**config.mk**
```make
export PLATFORM = sky130hd
export DESIGN_NAME = ppm_cmd_decoder
export DESIGN_NICKNAME = d
export VERILOG_FILES = /design/src/rtl/ppm_dec_pkg.sv /design/src/rtl/ppm_hist_reg.sv /design/src/rtl/ppm_sym_dec.sv /design/src/rtl/ppm_byte_asm.sv /design/src/rtl/ppm_cmd_decoder.sv
export SDC_FILE = /design/constraint.sdc
export NUM_CORES = 1
export LEC_CHECK = 0
export BUFFER_PORTS_ARGS = -buffer_cell sky130_fd_sc_hd__buf_4
export CORE_UTILIZATION = 62
export DETAILED_ROUTE_END_ITERATION = 10
export PLACE_DENSITY = 0.92
export SYNTH_ARGS = -nofsm -noshare
export SYNTH_HDL_FRONTEND = slang
export SYNTH_HIERARCHICAL = 1
export SYNTH_SLANG_ARGS = --single-unit
```
**constraint.sdc**
```tcl
create_clock -name clk_i -period 3.6 [get_ports clk_i]
set_input_delay 0.9 -clock clk_i [delete_from_list [all_inputs] [get_ports clk_i]]
set_output_delay 0.9 -clock clk_i [all_outputs]
set_load 0.02 [all_outputs]
```
**src/rtl/ppm_dec_pkg.sv**
```systemverilog
package ppm_dec_pkg;
  localparam int unsigned SYM_W    = 8;
  localparam int unsigned PAIR_W   = 2;
  localparam int unsigned BYTE_W   = 8;
  localparam int unsigned NUM_VALS = 1 << PAIR_W;
  localparam int unsigned PAIRS    = BYTE_W / PAIR_W;

  localparam logic [SYM_W-1:0] PAT_SOF = 8'h7B;
  localparam logic [SYM_W-1:0] PAT_EOF = 8'hDF;

  typedef enum logic [1:0] {SYM_DATA, SYM_EOF, SYM_BAD} sym_kind_e;
  typedef enum logic {ST_IDLE, ST_FRAME} frame_st_e;

  // data value k: single low bit at position 6-2k
  function automatic logic [SYM_W-1:0] data_pat(input int unsigned k);
    logic [SYM_W-1:0] m;
    m = 8'h40 >> (2 * k);
    return ~m;
  endfunction
endpackage

```
**src/rtl/ppm_hist_reg.sv**
```systemverilog
module ppm_hist_reg #(
  parameter int unsigned W = 8
) (
  input  logic         clk_i,
  input  logic         rst_ni,
  input  logic         shift_i,
  input  logic         bit_i,
  input  logic         reload_i,
  output logic [W-1:0] hist_next_o
);
  logic [W-1:0] hist_q;

  assign hist_next_o = {hist_q[W-2:0], bit_i};

  always_ff @(posedge clk_i or negedge rst_ni) begin
    if (!rst_ni)      hist_q <= '1;
    else if (shift_i) hist_q <= reload_i ? '1 : hist_next_o;
  end

  a_r7_reload_with_shift: assert property (@(posedge clk_i) disable iff (!rst_ni)
    reload_i |-> shift_i);
  a_r7_ones_after_reload: assert property (@(posedge clk_i) disable iff (!rst_ni)
    (shift_i && reload_i) |=> (hist_q == '1));
  a_r10_hold_without_shift: assert property (@(posedge clk_i) disable iff (!rst_ni)
    !shift_i |=> $stable(hist_q));
endmodule

```
**src/rtl/ppm_sym_dec.sv**
```systemverilog
module ppm_sym_dec
  import ppm_dec_pkg::*;
(
  input  logic [SYM_W-1:0]  pat_i,
  output sym_kind_e         kind_o,
  output logic [PAIR_W-1:0] val_o
);
  logic [NUM_VALS-1:0] hit;

  for (genvar k = 0; k < NUM_VALS; k++) begin : g_pat
    assign hit[k] = (pat_i == data_pat(k));
  end

  always_comb begin
    val_o = '0;
    for (int k = 0; k < NUM_VALS; k++) begin
      if (hit[k]) val_o = PAIR_W'(k);
    end
    if (|hit)                kind_o = SYM_DATA;
    else if (pat_i == PAT_EOF) kind_o = SYM_EOF;
    else                     kind_o = SYM_BAD;
  end

  always_comb begin
    a_r3_hits_onehot: assert ($onehot0(hit));
  end
endmodule

```
**src/rtl/ppm_byte_asm.sv**
```systemverilog
module ppm_byte_asm
  import ppm_dec_pkg::*;
#(
  parameter int unsigned MAX_BYTES = 32,
  localparam int unsigned LEN_W    = $clog2(MAX_BYTES + 1),
  localparam int unsigned CNT_W    = $clog2(PAIRS)
) (
  input  logic              clk_i,
  input  logic              rst_ni,
  input  logic              start_i,
  input  logic              sym_en_i,
  input  logic [PAIR_W-1:0] val_i,
  output logic [BYTE_W-1:0] byte_o,
  output logic              byte_valid_o,
  output logic              overflow_o
);
  logic [BYTE_W-1:0] acc_q, acc_next;
  logic [CNT_W-1:0]  pair_q;
  logic [LEN_W-1:0]  len_q;
  logic              at_cap;

  assign acc_next = {val_i, acc_q[BYTE_W-1:PAIR_W]};
  assign at_cap   = (len_q >= LEN_W'(MAX_BYTES));

  always_ff @(posedge clk_i or negedge rst_ni) begin
    if (!rst_ni) begin
      acc_q        <= '0;
      pair_q       <= '0;
      len_q        <= '0;
      byte_o       <= '0;
      byte_valid_o <= 1'b0;
      overflow_o   <= 1'b0;
    end else begin
      byte_valid_o <= 1'b0;
      overflow_o   <= 1'b0;
      if (start_i) begin
        acc_q  <= '0;
        pair_q <= '0;
        len_q  <= '0;
      end else if (sym_en_i) begin
        acc_q <= acc_next;
        if (pair_q == CNT_W'(PAIRS - 1)) begin
          pair_q <= '0;
          if (!at_cap) begin
            byte_o       <= acc_next;
            byte_valid_o <= 1'b1;
            len_q        <= len_q + 1'b1;
          end else begin
            overflow_o <= 1'b1;
          end
        end else begin
          pair_q <= pair_q + 1'b1;
        end
      end
    end
  end

  a_r9_len_capped: assert property (@(posedge clk_i) disable iff (!rst_ni)
    len_q <= LEN_W'(MAX_BYTES));
  a_r9_ovf_only_at_cap: assert property (@(posedge clk_i) disable iff (!rst_ni)
    overflow_o |-> (len_q == LEN_W'(MAX_BYTES)));
  a_r11_start_clears: assert property (@(posedge clk_i) disable iff (!rst_ni)
    start_i |=> (len_q == '0 && pair_q == '0));
  a_r6_byte_single_cycle: assert property (@(posedge clk_i) disable iff (!rst_ni)
    byte_valid_o |=> !byte_valid_o);
endmodule

```
**src/rtl/ppm_cmd_decoder.sv**
```systemverilog
module ppm_cmd_decoder
  import ppm_dec_pkg::*;
#(
  parameter int unsigned MAX_BYTES = 32
) (
  input  logic              clk_i,
  input  logic              rst_ni,
  input  logic              bit_i,
  input  logic              bit_valid_i,
  output logic [BYTE_W-1:0] byte_o,
  output logic              byte_valid_o,
  output logic              frame_done_o,
  output logic              error_o,
  output logic              overflow_o
);
  localparam int unsigned SLOT_W = $clog2(SYM_W);

  frame_st_e         state_q;
  logic [SLOT_W-1:0] slot_q;
  logic [SYM_W-1:0]  hist_next;
  sym_kind_e         kind;
  logic [PAIR_W-1:0] val;
  logic              start, eval, sym_en;

  assign start  = (state_q == ST_IDLE) && bit_valid_i && (hist_next == PAT_SOF);
  assign eval   = (state_q == ST_FRAME) && bit_valid_i && (slot_q == SLOT_W'(SYM_W - 1));
  assign sym_en = eval && (kind == SYM_DATA);

  ppm_hist_reg #(.W(SYM_W)) u_hist (
    .clk_i       (clk_i),
    .rst_ni      (rst_ni),
    .shift_i     (bit_valid_i),
    .bit_i       (bit_i),
    .reload_i    (eval),
    .hist_next_o (hist_next)
  );

  ppm_sym_dec u_dec (
    .pat_i  (hist_next),
    .kind_o (kind),
    .val_o  (val)
  );

  ppm_byte_asm #(.MAX_BYTES(MAX_BYTES)) u_asm (
    .clk_i        (clk_i),
    .rst_ni       (rst_ni),
    .start_i      (start),
    .sym_en_i     (sym_en),
    .val_i        (val),
    .byte_o       (byte_o),
    .byte_valid_o (byte_valid_o),
    .overflow_o   (overflow_o)
  );

  always_ff @(posedge clk_i or negedge rst_ni) begin
    if (!rst_ni) begin
      state_q      <= ST_IDLE;
      slot_q       <= '0;
      frame_done_o <= 1'b0;
      error_o      <= 1'b0;
    end else begin
      frame_done_o <= 1'b0;
      error_o      <= 1'b0;
      if (start) begin
        state_q <= ST_FRAME;
        slot_q  <= '0;
      end else if (state_q == ST_FRAME && bit_valid_i) begin
        slot_q <= slot_q + 1'b1;
        if (eval && kind != SYM_DATA) begin
          state_q      <= ST_IDLE;
          frame_done_o <= (kind == SYM_EOF);
          error_o      <= (kind == SYM_BAD);
        end
      end
    end
  end

  a_r8_strobes_exclusive: assert property (@(posedge clk_i) disable iff (!rst_ni)
    $onehot0({byte_valid_o, frame_done_o, error_o, overflow_o}));
  a_r10_quiet_without_valid: assert property (@(posedge clk_i) disable iff (!rst_ni)
    !bit_valid_i |=> !(byte_valid_o || frame_done_o || error_o || overflow_o));
  a_r4_done_leaves_frame: assert property (@(posedge clk_i) disable iff (!rst_ni)
    frame_done_o |-> (state_q == ST_IDLE));
  a_r5_error_leaves_frame: assert property (@(posedge clk_i) disable iff (!rst_ni)
    error_o |-> (state_q == ST_IDLE));
  a_r8_done_single_cycle: assert property (@(posedge clk_i) disable iff (!rst_ni)
    frame_done_o |=> !frame_done_o);
  a_r2_start_enters_frame: assert property (@(posedge clk_i) disable iff (!rst_ni)
    start |=> (state_q == ST_FRAME && slot_q == '0));
endmodule

```
==> results of run 1 <==
-- logic make-up (layout without fill, tap and decap cells) --
| logic type | after synthesis | in the layout | synth area share (%) |
|---|---|---|---|
| adder cells (fa/ha/maj) | 5 | 5 | 3.53 |
| buffers and inverters | 11 | 29 | 3.74 |
| AND/OR/NAND/NOR | 63 | 63 | 19.8 |
| XOR/XNOR | 5 | 5 | 2.47 |
| multiplexers | 17 | 17 | 10.2 |
| flip-flops | 37 | 37 | 52.7 |
| AO/OA/AOI/OAI | 21 | 21 | 7.62 |
-- placed cells by master (no fill, tap or decap) --
cell type  Yosys  final
a211oi_1       2      2
a21o_1         1      1
a21oi_1        6      6
a21oi_2        3      3
a41oi_1        1      1
buf_4          2     16
clkbuf_1       0      2
clkbuf_4       0      5
clkbuf_8       0      1
clkinv_2       1      1
dfrtp_1       30     30
dfstp_2        7      7
ha_1           5      5
inv_1          4      4
mux2_2         8      8
mux2i_1        9      9
nand2_1       10     10
nand2b_1       1      1
nand3_1        5      5
nand3_2        1      1
nand3b_1       1      1
nand4b_1       2      2
nand4bb_4      1      1
nor2_1        25     25
nor2_2         3      3
nor3_1         4      4
nor3_4         2      2
nor3b_1        3      3
nor4_1         2      2
o21ai_0        1      1
o21ai_1        5      5
o21ba_2        1      1
o21bai_1       1      1
or2_0          2      2
or3_1          1      1
xnor2_1        4      4
xor2_1         1      1
-- state kept, by name, summed over array words and instances, names as in the netlist --
signal	cells
u_hist/hist_q	7
u_asm/len_q	6
state_q	1
u_asm/pair_q	2
slot_q	3
u_asm/acc_q	6
frame_done_o	1
u_asm/byte_o	8
u_asm/byte_valid_o	1
error_o	1
u_asm/overflow_o	1
-- power groups by stage --
stage / clock network, mW / registers (mW) / logic [mW]
6_report: 0.222 / 0.493 / 0.111
5_1_grt: 0.252 / 0.500 / 0.130
4_1_cts: 0.232 / 0.493 / 0.113
3_5_place_dp: 0 / 0.501 / 0.111
3_3_place_gp: 0 / 0.498 / 0.101
2_1_floorplan: 0 / 0.491 / 0.0856
-- cell type report --
| class | instances | area share (%) |
|---|---|---|
| clock buffers | 8 | 3.02 |
| inverters | 5 | 1.03 |
| multi-input cells | 111 | 39.7 |
| flip-flops and latches | 37 | 48.1 |
| well taps | 31 | 1.99 |
| repair buffers | 16 | 6.18 |
-- critical path: cells and delay by family --
kind                      cells  cell delay (ps)
buffers and inverters         1              150
AOI/OAI and AO/OA             2              400
muxes                         1              390
and+or+nand+nor               3              820
xor gates and xnor gates      1              130
-- cells in the mapped netlist (4+ instances only) --
library cell	count	area share, %
dfrtp_1	30	42
nor2_1	25	5.3
nand2_1	10	2.1
mux2i_1	9	5.1
mux2_2	8	5.1
dfstp_2	7	10
a21oi_1	6	1.7
ha_1	5	3.5
nand3_1	5	1.4
o21ai_1	5	1.4
inv_1	4	0.85
nor3_1	4	1.1
xnor2_1	4	2.0
-- path summary, 6_finish.rpt --
| check | slack (ps) | from | endpoint |
|---|---|---|---|
| setup / recovery | 1020 | bit_i | u_asm/byte_o[4] |
| hold / removal | 500 | rst_ni | u_asm/overflow_o |
| setup reg to reg | 1160 | u_hist/hist_q[5] | u_asm/byte_o[4] |
| min in group clk_i | 520 | u_asm/acc_q[3] | u_asm/byte_o[1] |
| max in group asynchronous | 2750 | rst_ni | u_hist/hist_q[3] |
| hold reg to reg | 520 | u_asm/acc_q[3] | u_asm/byte_o[1] |
-- routing by layer --
| layer | global-route usage [%] | vias up | wire [um] |
|---|---|---|---|
| met5 | 0 | - | 0 |
| met4 | 14.3 | 0 | 127 |
| met3 | 7.49 | 14 | 107 |
| met2 | 35.6 | 24 | 1460 |
| met1 | 29.9 | 572 | 1320 |
| li1 | - | 579 | - |
==> flow_summary_export.csv, run 1 <==
group,metric,value,unit
run_status,status,"complete, no violations",
yosys,synth-edff-count,0,
drt,vias,1189,
yosys,synth_ff_type,"dfrtp_1",
critical_path,critPathMaxStageDelay,390,ps
cts,cts_inserted_buffers,5,
yosys,syn_nets,168,
global_route,antenna_found_initial,0,
die,dieArea,3080,um^2
global_route,grt_pass1_wl,5530,um
global_route,grt_pass1_vias,1216,
critical_path,required,3820,ps
finish,fin_nets,185,
sta,worstMarginPinSlew,805,ps
yosys,ys_types,37,
global_route,grt-ovfl-total,0,
sta,finalClockSkew,9.55,ps
sta,report.final.slew_viol_count,0,
cts,cts.sinks,37,
die,chipWidth,55.5,um
place,routabilityCongestion,0.817,
drt,drc,0,
place,place_ws,678,ps
finish,fillers,193,
drt,drtAntennaViolNets,0,
die,die_h,55.5,um
sta,timing.hold.ws,503,ps
power_and_ir_drop,p_clk_share,26.9,%
cts,cts_hold_buf,0,
power_and_ir_drop,total_power,0.826,mW
power_and_ir_drop,p_leak,0.918,nW
drt,via_per_inst,5.72,
drt,wl_per_cell,14.5,um
critical_path,cp_cell_sequence,"buf_4 > xnor2_1 > a211oi_1 > o21ai_1 > nor3_1 > nand2_1 > nor3_4 > mux2_2",
global_route,grt_max_degree,38,
power_and_ir_drop,comb_power_share,13.4,%
power_and_ir_drop,peakVddDrop,414,uV
critical_path,end_kind,"register",
finish,seqCellArea,935,um^2
finish,stdcell_count,208,
cts,cts_tree,"built",
die,io_pins,16,
sta,period_needed,2580,ps
global_route,grt_usage,23.7,%
yosys,syn-cell-area,1770,um^2
cts,clockBufferDepth,2,
drt,drt_iter0_markers,35,
worst_hold_path,worstHoldPathType,"in -> async",
place,placed_cells,200,
flow_run,maxCapViolations,0,
sta,max_freq,0.388,GHz
cts,h-tree-depth,2,
finish,final_area,1940,um^2
finish,final_core_util,71.1,%
yosys,synth-seq-area-share,52.7,%
finish,n_antenna_cell,0,
yosys,async_flop_share,100,%
power_and_ir_drop,seqPwrFrac,59.7,%
critical_path,worstSetupPathType,"in -> reg",
sta,final-hold-violation-count,0,
sta,slew_headroom,46.2,%
die,coreArea,2730,um^2
die,fp-row-count,19,
cts,clk_pin_slew,100,ps
yosys,synthCells,159,
cts,cts_root_buf,"clkbuf_4",
cts,postCtsResizedCells,0,
sta,final.setup.tns,0,ps
place,dpl.hpwl,2190,um
yosys,yosys_warnings,6,
sta,rsz0062_at_grt,"no",
power_and_ir_drop,p_switching,0.224,mW
yosys,ys_ff_latch,37,
critical_path,worstPathMaxFanout,9,
die,initial_core_util,64.9,%
yosys,synth_area_per_cell,11.2,um^2
critical_path,critPathSlowestCell,"mux2_2",
critical_path,arrival,2800,ps
sta,setup_viol,0,
drt,drt-pass1-iter-count,4,
cts,cts_setup_buffers,0,
finish,area_delta_synth_final,9.67,%
cts,clock_latency,340,ps
critical_path,reg2reg_depth,7,
sta,timing.final.ws_setup,1020,ps
critical_path,worst_setup_path_start_kind,"primary input",
place,place_area,1890,um^2
power_and_ir_drop,netSwitchingFraction,27.1,%
finish,drive_gt1_share,27.7,%
power_and_ir_drop,power_density,425,nW/um^2
drt,wirelength,3010,um
finish,multi_input_area,772,um^2
power_and_ir_drop,intPower,0.602,mW
sta,fin_crit_sh,71.6,%
place,io_buffers,15,
Note: power is estimated with default switching activity, not from simulation.
==> run 2: changes to the inputs <==
CORE_UTILIZATION = 58   (was 62)
PLACE_DENSITY = 0.87   (was 0.92)
clock period = 2.6 ns   (was 3.6 ns; I/O delays follow)
==> run 2 against run 1 <==
The run now ends with design-rule violations left. Register-to-register slack worse by 940 ps. Sequential power is 39% higher. Critical path depth unchanged. Die area grew 6.7%. Flip-flop and latch count is the same. Clock power increased by 89%. Global-route usage decreased by 0.22 points. Hold slack worse by 260 ps. First-iteration DRC count increased by 51%. Worst setup slack got worse by 810 ps. Critical endpoint is now u_asm/len_q[3]. Largest cell class unchanged. Largest power group unchanged. Highest routed layer unchanged.
==> flow_summary_export.csv, run 2 (synthesized netlist as in run 1, its figures left out) <==
group,metric,value,unit
run_status,status,"finished, violations left",
run_status,violations,"design-rule violations",
cts,cts.sinks,37,
critical_path,end_kind,"register",
power_and_ir_drop,power_density,626,nW/um^2
place,routabilityCongestion,0.820,
critical_path,arrival,2650,ps
place,io_buffers,15,
finish,n_antenna_cell,0,
place,place_ws,27.7,ps
drt,wl_per_cell,15.9,um
finish,final_cell_mix,"dfrtp_1 (30), nor2_1 (25), buf_4 (20), nand2_1 (10), mux2i_1 (9)",
global_route,grt_usage,23.4,%
sta,report.final.slew_viol_count,0,
sta,period_needed,2380,ps
flow_run,maxCapViolations,0,
die,fp-row-count,19,
sta,slew_headroom,69.7,%
global_route,grt_max_degree,38,
drt,drtAntennaViolNets,0,
sta,setup_viol,0,
finish,final_core_util,71.6,%
global_route,grt-ovfl-total,0,
critical_path,crit_buf_inv,1,
die,io_pins,16,
die,chipWidth,57.3,um
sta,timing.final.ws_setup,216,ps
place,dpl.hpwl,2410,um
sta,rsz0062_at_grt,"no",
sta,finalClockSkew,7.60,ps
drt,vias,1237,
cts,clk_pin_slew,120,ps
critical_path,critPathSlowestCell,"dfstp_2",
finish,final_common_cell,"dfrtp_1",
die,dieArea,3280,um^2
critical_path,worstPathMaxFanout,10,
finish,final_area,2020,um^2
finish,fin_nets,190,
sta,fin_crit_sh,91.7,%
cts,clockBufferDepth,2,
sta,worstMarginPinSlew,454,ps
finish,largestRegisters,"u_asm/byte_o x8, u_hist/hist_q x7",
drt,drc,2,
sta,max_freq,0.419,GHz
cts,h-tree-depth,2,
finish,stdcell_count,213,
power_and_ir_drop,total_power,1.27,mW
drt,drt-pass1-iter-count,7,
global_route,grt_pass1_wl,5600,um
cts,cts_tree,"built",
critical_path,cp_cell_sequence,"xnor2_1 > a211oi_1 > o21ai_1 > nor3_1 > buf_4 > nand3b_1 > or3_1 > a21oi_1",
finish,area_delta_synth_final,14.2,%
die,coreArea,2830,um^2
drt,via_per_inst,5.81,
cts,cts_inserted_buffers,5,
sta,final-hold-violation-count,0,
sta,timing.hold.ws,247,ps
worst_hold_path,worstHoldPathType,"in -> async",
critical_path,worst_setup_path_start_kind,"register",
sta,final.setup.tns,0,ps
cts,cts_setup_buffers,0,
cts,cts_hold_buf,0,
drt,drt_iter0_markers,53,
power_and_ir_drop,p_leak,0.958,nW
critical_path,critPathMaxStageDelay,630,ps
cts,clock_latency,340,ps
global_route,antenna_found_initial,0,
cts,postCtsResizedCells,0,
finish,largest_reg_flops,8,
cts,cts_root_buf,"clkbuf_4",
finish,fillers,196,
finish,largest_register,"u_asm/byte_o",
global_route,grt_pass1_vias,1232,
die,die_h,57.3,um
die,initial_core_util,62.7,%
critical_path,path_delay_family,"simple AND/OR/NAND/NOR gates",
finish,drive_gt1_share,30.8,%
critical_path,worstSetupPathType,"reg -> reg",
critical_path,required,2870,ps
place,placed_cells,205,
place,place_area,1940,um^2
drt,wirelength,3390,um
power_and_ir_drop,peakVddDrop,493,uV
run 2: routing by layer:
layer  vias to the layer above  global-route usage, %  share of wire [%]
met5                         -                      0                  0
met2                        33                   39.2                 53
li1                        586                      -                  -
met3                         6                   7.26                4.0
met1                       612                   28.9                 42
met4                         0                   8.36                1.6
run 2: area by class of cell:
type                            count  area (um^2)  share of cell area, %
Timing Repair Buffer               21          170                   8.41
Multi-Input combinational cell    111          772                   38.1
Tap cell                           31         38.8                   1.92
Sequential cell                    37          935                   46.2
Inverter                            5         20.0                  0.989
Clock buffer                        6         51.3                   2.53
Clock inverter                      2         37.5                   1.85
run 2: worst reg2reg max path: stages (launching register included):
cell and delay, ps:
dfstp_2 630, xnor2_1 100, a211oi_1 230, o21ai_1 110, nor3_1 290, buf_4 270
nand3b_1 130, or3_1 380, a21oi_1 160
run 2: report_power, final:
group,internal [mW],switching (mW),leakage [nW]
combinational,0.0730,0.0899,0.428
clock,0.228,0.191,0.0445
sequential,0.631,0.0547,0.485
total,0.933,0.336,0.958
run 2: worst paths after layout:
check	start	slack (ps)	endpoint	cells after the start
worst max-delay path	u_hist/hist_q[5]	220	u_asm/len_q[3]	8
worst min-delay path	rst_ni	250	frame_done_o	1
worst max register to register	u_hist/hist_q[5]	220	u_asm/len_q[3]	8
worst min register to register	u_asm/acc_q[2]	510	u_asm/byte_o[0]	1
max in group asynchronous	rst_ni	2000	u_hist/hist_q[0]	1
min in group clk_i	u_asm/acc_q[2]	510	u_asm/byte_o[0]	1
==> run 3: changes to the inputs <==
BUFFER_PORTS_ARGS = -buffer_cell sky130_fd_sc_hd__clkbuf_2   (was -buffer_cell sky130_fd_sc_hd__buf_4)
==> run 3 against run 2 <==
The run still ends with design-rule violations left. Hold slack better by 170 ps. Critical path type unchanged. Final area down 0.43%. Clock power up 18%. Total power up 5.8%. Sequential share of layout area up 0.20 points. Die area unchanged. Global-route usage down 0.51 points. Final cell count up 1.4%.
==> flow_summary_export.csv, run 3 (synthesized netlist as in run 1, its figures left out) <==
group,metric,value,unit
run_status,status,"finished, violations left",
run_status,violations,"design-rule violations",
global_route,grt-ovfl-total,0,
place,io_buffers,15,
sta,report.final.slew_viol_count,0,
finish,final_cell_mix,"dfrtp_1 (30), nor2_1 (25), clkbuf_2 (15), nand2_1 (10)",
critical_path,worstPathMaxFanout,9,
drt,drt-pass1-iter-count,7,
cts,cts_root_buf,"clkbuf_4",
finish,seqCellArea,935,um^2
sta,rsz0062_at_grt,"no",
die,chipWidth,57.3,um
finish,drive_gt1_share,32.4,%
critical_path,required,2840,ps
cts,cts.sinks,37,
place,dpl.hpwl,2380,um
sta,max_freq,0.407,GHz
die,die_h,57.3,um
power_and_ir_drop,power_density,666,nW/um^2
drt,via_per_inst,5.81,
power_and_ir_drop,p_leak,0.970,nW
critical_path,end_kind,"register",
critical_path,cp_cell_sequence,"xnor2_1 > a211oi_1 > o21ai_1 > nor3_2 > nand2_1 > nor3_4 > buf_4 > mux2_2",
sta,slew_headroom,38.5,%
finish,largestRegisters,"u_asm/byte_o x8, u_hist/hist_q x7",
sta,period_needed,2460,ps
drt,vias,1254,
die,initial_core_util,62.7,%
critical_path,cp.depth,8,
cts,cts_tree,"built",
finish,area_delta_synth_final,13.7,%
cts,h-tree-depth,2,
cts,clk_pin_slew,110,ps
critical_path,reg2reg_depth,8,
place,place_area,1910,um^2
global_route,antenna_found_initial,0,
drt,wirelength,3490,um
sta,timing.hold.ws,419,ps
cts,clock_latency,340,ps
global_route,grt_usage,22.9,%
sta,worstMarginPinSlew,923,ps
die,coreArea,2830,um^2
drt,wl_per_cell,16.2,um
die,fp-row-count,19,
sta,timing.final.ws_setup,143,ps
sta,setup_viol,0,
place,placed_cells,208,
die,dieArea,3280,um^2
sta,finalClockSkew,7.02,ps
critical_path,critPathMaxStageDelay,640,ps
drt,drtAntennaViolNets,0,
drt,drc,1,
global_route,grt_pass1_wl,5530,um
cts,cts_inserted_buffers,5,
critical_path,worst_setup_path_start_kind,"register",
critical_path,path_delay_family,"flip-flops",
die,io_pins,16,
critical_path,critPathSlowestCell,"dfstp_2",
global_route,grt_max_degree,38,
critical_path,crit_buf_inv,1,
finish,stdcell_count,216,
finish,multi_input_area,777,um^2
finish,largest_reg_flops,8,
critical_path,arrival,2700,ps
global_route,grt_pass1_vias,1234,
place,routabilityCongestion,0.820,
cts,clockBufferDepth,2,
flow_run,maxCapViolations,0,
place,place_ws,-114,ps
finish,n_antenna_cell,0,
finish,fin_nets,193,
worst_hold_path,worstHoldPathType,"in -> async",
drt,drt_iter0_markers,40,
sta,fin_crit_sh,94.5,%
finish,final_common_cell,"dfrtp_1",
finish,fillers,199,
finish,final_area,2020,um^2
critical_path,worstSetupPathType,"reg -> reg",
sta,final-hold-violation-count,0,
power_and_ir_drop,peakVddDrop,429,uV
finish,largest_register,"u_asm/byte_o",
==> run 3: power by group <==
part / internal, mW / switching, mW / leakage, nW
Combinational: 0.0712 / 0.0913 / 0.430
Sequential: 0.631 / 0.0554 / 0.485
Clock: 0.298 / 0.195 / 0.0552
Total: 1.00 / 0.342 / 0.970
==> run 3: area by class of cell <==
cell class	count	share of cell area (%)
flip-flops and latches	37	46.4
multi-input cells	111	38.5
repair buffers	24	7.08
clock inverters	3	3.23
well taps	31	1.92
clock buffers	5	1.86
inverters	5	0.993
==> run 3: per-stage QoR <==
step	power (mW)	TNS [ps]	util [%]
5_1_grt	1.40	0	71.3
3_3_place_gp	0.832	0	67.4
2_1_floorplan	0.799	0	-
6_report	1.34	0	71.3
4_1_cts	1.34	0	71.1
3_5_place_dp	0.853	-743	67.4
==> run 3: final timing paths <==
path / from / end / slack (ps)
max: u_hist/hist_q[5] / u_asm/byte_o[0] / 140
min: rst_ni / slot_q[0] / 420
max reg2reg: u_hist/hist_q[5] / u_asm/byte_o[0] / 140
min reg2reg: u_hist/hist_q[6] / u_hist/hist_q[6] / 520
max in group asynchronous: rst_ni / u_asm/len_q[4] / 1610
min in group clk_i: u_hist/hist_q[6] / u_hist/hist_q[6] / 520
==> run 3: metal layers <==
layer | part of all wire, % | global-route usage [%] | vias to the layer above
met4 | 1.8 | 10.1 | 0
met1 | 43 | 28.3 | 618
met5 | 0 | 0 | -
met3 | 3.4 | 5.44 | 8
li1 | - | - | 595
met2 | 52 | 38.7 | 33
==> run 3: what timing repair did <==
action,CTS,global route
buffers inserted,0,0
hold buffers,0,0
endpoints found under the setup margin,0,3
resized for setup,0,1
